--- src/rtl/gchk_pkg.sv ---
package gchk_pkg;
    localparam int PTE_BITS = 64;
    localparam int BIT_V = 0;
    localparam int BIT_R = 1;
    localparam int BIT_W = 2;
    localparam int BIT_X = 3;
    localparam int BIT_U = 4;
    localparam int BIT_A = 6;
    localparam int BIT_D = 7;

    typedef enum logic {
        KIND_READ = 1'b0,
        KIND_ADWB = 1'b1
    } acc_kind_t;

    typedef enum logic [1:0] {
        VD_ALLOW = 2'b00,
        VD_LOAD  = 2'b01,
        VD_STORE = 2'b10
    } verdict_t;

    typedef enum logic {
        ST_IDLE   = 1'b0,
        ST_REPORT = 1'b1
    } chk_state_t;
endpackage

--- src/rtl/gchk_perm.sv ---
module gchk_perm
    import gchk_pkg::*;
#(
    parameter int W = PTE_BITS
) (
    input  logic [W-1:0] pte,
    output logic         rd_ok,
    output logic         wr_ok
);
    logic vld, rd, wr, usr, lawful;

    always_comb begin
        vld    = pte[BIT_V];
        rd     = pte[BIT_R];
        wr     = pte[BIT_W];
        usr    = pte[BIT_U];
        // write without read is a reserved encoding
        lawful = vld & usr & ~(wr & ~rd);
        rd_ok  = lawful & rd;
        wr_ok  = lawful & rd & wr;
    end


    always_comb begin
        reserved_enc_chk: assert (!(pte[BIT_W] && !pte[BIT_R]) || (!rd_ok && !wr_ok));
    end
endmodule

--- src/rtl/gchk_adgate.sv ---
module gchk_adgate #(
    parameter int N_LEVELS = 2
) (
    input  logic [N_LEVELS-1:0] en_bits,
    output logic                hw_ad_on
);
    // hardware A/D updating needs every privilege level to agree
    assign hw_ad_on = &en_bits;
endmodule

--- src/rtl/gchk_top.sv ---
module gchk_top
    import gchk_pkg::*;
#(
    parameter int W = PTE_BITS
) (
    input  logic         clk,
    input  logic         rst_n,
    input  logic         req_valid,
    input  logic         req_kind,
    input  logic [W-1:0] g_pte,
    input  logic         menv_hwad,
    input  logic         henv_hwad,
    output logic         done,
    output logic [1:0]   verdict,
    output logic         ad_wb_ok
);
    localparam int N_EN = 2;

    chk_state_t state_q, state_d;
    verdict_t   vd_q, vd_d;
    logic       ad_q, ad_d;
    logic       rd_ok, wr_ok, hw_ad_on;
    acc_kind_t  kind;

    assign kind = acc_kind_t'(req_kind);

    gchk_perm #(.W(W)) u_perm (
        .pte   (g_pte),
        .rd_ok (rd_ok),
        .wr_ok (wr_ok)
    );

    gchk_adgate #(.N_LEVELS(N_EN)) u_adgate (
        .en_bits  ({menv_hwad, henv_hwad}),
        .hw_ad_on (hw_ad_on)
    );

    // next state: T_ACCEPT on any strobe, T_RETIRE otherwise
    always_comb begin
        state_d = state_q;
        unique case (state_q)
            ST_IDLE:   state_d = req_valid ? ST_REPORT : ST_IDLE;
            ST_REPORT: state_d = req_valid ? ST_REPORT : ST_IDLE;
            default:   state_d = ST_IDLE;
        endcase
    end

    // verdict for the request presented this cycle
    always_comb begin
        vd_d = vd_q;
        ad_d = ad_q;
        if (req_valid) begin
            unique case (kind)
                KIND_READ: begin
                    vd_d = rd_ok ? VD_ALLOW : VD_LOAD;
                    ad_d = 1'b0;
                end
                KIND_ADWB: begin
                    if (!hw_ad_on) begin
                        vd_d = VD_ALLOW;
                        ad_d = 1'b0;
                    end else begin
                        vd_d = wr_ok ? VD_ALLOW : VD_STORE;
                        ad_d = wr_ok;
                    end
                end
                default: begin
                    vd_d = VD_ALLOW;
                    ad_d = 1'b0;
                end
            endcase
        end
    end

    always_ff @(posedge clk or negedge rst_n) begin
        if (!rst_n) state_q <= ST_IDLE;
        else        state_q <= state_d;
    end

    always_ff @(posedge clk or negedge rst_n) begin
        if (!rst_n) begin
            vd_q <= VD_ALLOW;
            ad_q <= 1'b0;
        end else begin
            vd_q <= vd_d;
            ad_q <= ad_d;
        end
    end

    assign done     = (state_q == ST_REPORT);
    assign verdict  = vd_q;
    assign ad_wb_ok = ad_q;


    done_follows_req_chk: assert property (@(posedge clk) disable iff (!rst_n)
        req_valid |=> done);

    no_spurious_done_chk: assert property (@(posedge clk) disable iff (!rst_n)
        !req_valid |=> !done);

    load_fault_invalid_chk: assert property (@(posedge clk) disable iff (!rst_n)
        (req_valid && !req_kind && !g_pte[BIT_V]) |=> (verdict == 2'b01));

    store_fault_ro_chk: assert property (@(posedge clk) disable iff (!rst_n)
        (req_valid && req_kind && menv_hwad && henv_hwad && g_pte[BIT_R] && !g_pte[BIT_W])
        |=> (verdict == 2'b10));

    no_wb_when_off_chk: assert property (@(posedge clk) disable iff (!rst_n)
        (req_valid && req_kind && !(menv_hwad && henv_hwad)) |=> (verdict == 2'b00 && !ad_wb_ok));

    hold_when_idle_chk: assert property (@(posedge clk) disable iff (!rst_n)
        !req_valid |=> ($stable(verdict) && $stable(ad_wb_ok)));

    wb_only_allowed_chk: assert property (@(posedge clk) disable iff (!rst_n)
        ad_wb_ok |-> (verdict == 2'b00));
endmodule

--- config.mk ---
export PLATFORM = sky130hd
export DESIGN_NAME = gchk_top
export DESIGN_NICKNAME = d
export VERILOG_FILES = /design/src/rtl/gchk_pkg.sv /design/src/rtl/gchk_perm.sv /design/src/rtl/gchk_adgate.sv /design/src/rtl/gchk_top.sv
export SDC_FILE = /design/constraint.sdc
export NUM_CORES = 1
export LEC_CHECK = 0
export ABC_CLOCK_PERIOD_IN_PS = 800
export CAP_MARGIN = 15
export CORE_MARGIN = 2
export CORE_UTILIZATION = 10
export DETAILED_ROUTE_END_ITERATION = 10
export PLACE_DENSITY_LB_ADDON = 0.15
export SLEW_MARGIN = 20
export SYNTH_ARGS = -nofsm -noshare
export SYNTH_HDL_FRONTEND = slang
export SYNTH_SLANG_ARGS = --single-unit
--- constraint.sdc ---
create_clock -name clk -period 0.8 [get_ports clk]
set_input_delay 0.12 -clock clk [delete_from_list [all_inputs] [get_ports clk]]
set_output_delay 0.12 -clock clk [all_outputs]
set_load 0.005 [all_outputs]
==> results.md <==
- Outcome: complete, but fails checks
- Failing checks: negative setup slack
- Via count: 177
- Layout fillers: 171
- Initial antenna violation count: 0
- Number of CTS-inserted buffers: 3
- Residual DRC: 0
- Number of synthesized register bits: 4
- Post-Place Cells: 45
- Worst-Margin Slew: 187.7 ps
- Ys Warns: 0
- RSZ-0062 raised after global routing: yes
- Largest net degree at the start of global routing: 5
- Synth top area cells: dfrtp_1 62%, mux2_4 9.2%, nand4_1 7.7%, o22ai_1 7.7%, and4_1 5.4%
- Port-buffer cells: 13
- Worst slew margin: 87.45%
- Final Worst Setup Slack: -57.47 ps
- Synth area leader: dfrtp_1
- Total grt overflow: 0
- Max Slew Vio Count: 0
- Vias in the first global route: 185
- Nets: 105
- P&R area growth vs syn: 114.6%
- # IOs: 74
- PD cells: 1603 nW/um^2
- Root Buffer Master: clkbuf_4
- Arrival time at the worst endpoint: 970 ps
- Crit path max-delay family: flip-flops
- Fin cells: 49
- Final period utilization: 107.2%
- Most frequent cells in the layout: 6 x clkdlybuf4s50_1, 4 x dfrtp_1, 4 x buf_2, 4 x buf_4, 3 x clkbuf_4
- Synth Instances: 13
- Crit-path slowest cell: dfrtp_1
- Leading cell type in the layout, fill and taps excluded: clkdlybuf4s50_1
- Worst setup SP type: register
- Clock buffer depth: 2
- Final antenna-violating net count: 0
- CP Capture Type: register
- Sequential cell area fraction in the yosys report: 61.54%
- Top-area cell type share of the netlist area: 61.54%
- Critical path, cell by cell: buf_4, mux2_4
- Pleak: 0.0001776 uW
- Largest stage delay on the critical path: 360 ps
- Hold WS: 94.88 ps
- Starting Density: 10.67%
- Drt first pass iters: 1
- Final Skew: 0 ps
- First DRT Iteration DRCs: 0
- Critical path class: reg2reg
- Area of the mapped netlist: 162.7 sq um
- Peak supply drop: 360.6 uV
- Post-CTS Hold Fix Bufs: 0
- Max Freq: 1.166 GHz
- Setup_tns: -178.4 ps
- Die Ht: 44.33 microns
- Max-Cap Viols: 0
- CTS Sinks: 4
- Worst EP required: 910 ps
- Final min period: 857.5 ps
- Die Wd: 44.33 microns
- Clk Latency, worst-skew pair: 230 ps
- Syn_area_per_cell: 12.51 sq um
- Per-cell routed wire length: 9.041 microns
- All-Layer GR Usage: 5.560%
- Bufs and invs on worst path: 1
- Cell variety after synth: 7
- Die area: 1965 sq um
- CTS tree: built
- H-tree depth: 1
- Worst slack at placement: -310.5 ps
- Layout cell share with drive strength beyond 1: 36.36%
- N_diodes: 0
- Final Hold Fails: 0
- First-pass GRT wire length: 683 microns
- Tightest Hold Check Type: in2async
- GP Congestion: 0.6920
- Via density: 3.612
- Crit Path Max Fanout: 2
- Core Util, Final: 22.91%
- Cell Rows: 14
- Core Region: 1524 sq um
- Overall routed net length: 443 microns
- Clk slew on worst S/H paths: 40 ps
- # setup viols final: 5
- Syn_nets: 83
-- metal layers --
layer / part of all wire, % / GRT usage (%) / wire, microns / up-vias
met2: 50 / 7.059 / 221 / 11
met5: 0 / 0 / 0 / -
met1: 37 / 4.726 / 162 / 76
li1: - / - / - / 90
met3: 13 / 3.265 / 59 / 0
met4: 0 / 9.091 / 0 / 0
-- flip-flops by register name (all words and copies together) (netlist names) --
signal,flops
verdict,2
done,1
ad_wb_ok,1
-- repair_timing --
item | CTS | global route
resized for setup | 17 | 2
endpoints found under the setup margin | 5 | 6
setup buffers | 0 | 1
cloned | 0 | 0
-- final timing paths --
| kind | from | to | slack (ps) | cells after the start |
|---|---|---|---|---|
| min in group clk | req_valid | done | 230 | 1 |
| worst min-delay path | rst_n | done | 90 | 1 |
| worst max register to register | verdict[0] | verdict[0] | -60 | 2 |
| worst min register to register | verdict[0] | verdict[0] | 580 | 2 |
| max in group asynchronous | rst_n | ad_wb_ok | 540 | 1 |
| worst max-delay path | verdict[0] | verdict[0] | -60 | 2 |
-- logic make-up after synthesis --
group | Yosys count | share of synthesized area, %
flip-flops | 4 | 61.54
AND/OR/NAND/NOR | 3 | 13.08
AO/OA/AOI/OAI | 3 | 11.54
buffers and inverters | 2 | 4.617
multiplexers | 1 | 9.228
-- layout make-up --
type	count	area, sq um	share of cell area (%)
timing repair buffer	17	143.9	41.22
inverter	2	7.507	2.151
tap	16	20.02	5.735
clock buffer	3	22.52	6.452
sequential	4	100.1	28.67
multi-input combinational	7	55.05	15.77
-- Yosys cell counts, drive strengths merged --
master  instances
and4            1
dfrtp           4
a31oi           1
o22ai           2
nand4           2
mux2            1
inv             2
-- through the flow --
| stage | total power (uW) | instance area (sq um) |
|---|---|---|
| floorplan | 240.6 | 162.7 |
| global placement | 336.8 | 335.3 |
| detailed placement | 337.3 | 335.3 |
| CTS | 577.6 | 336.6 |
| global route | 590.8 | 349.1 |
| finish | 559.6 | 349.1 |
-- where the power goes --
group	leakage (uW)	internal, uW	total [uW]	switching [uW]
Combinational	0.000113	68.7	99.2	30.5
Clock	0.0000138	167	241	74.1
Sequential	0.0000511	215	219	4.06
Power figures use the tool's default switching activity.
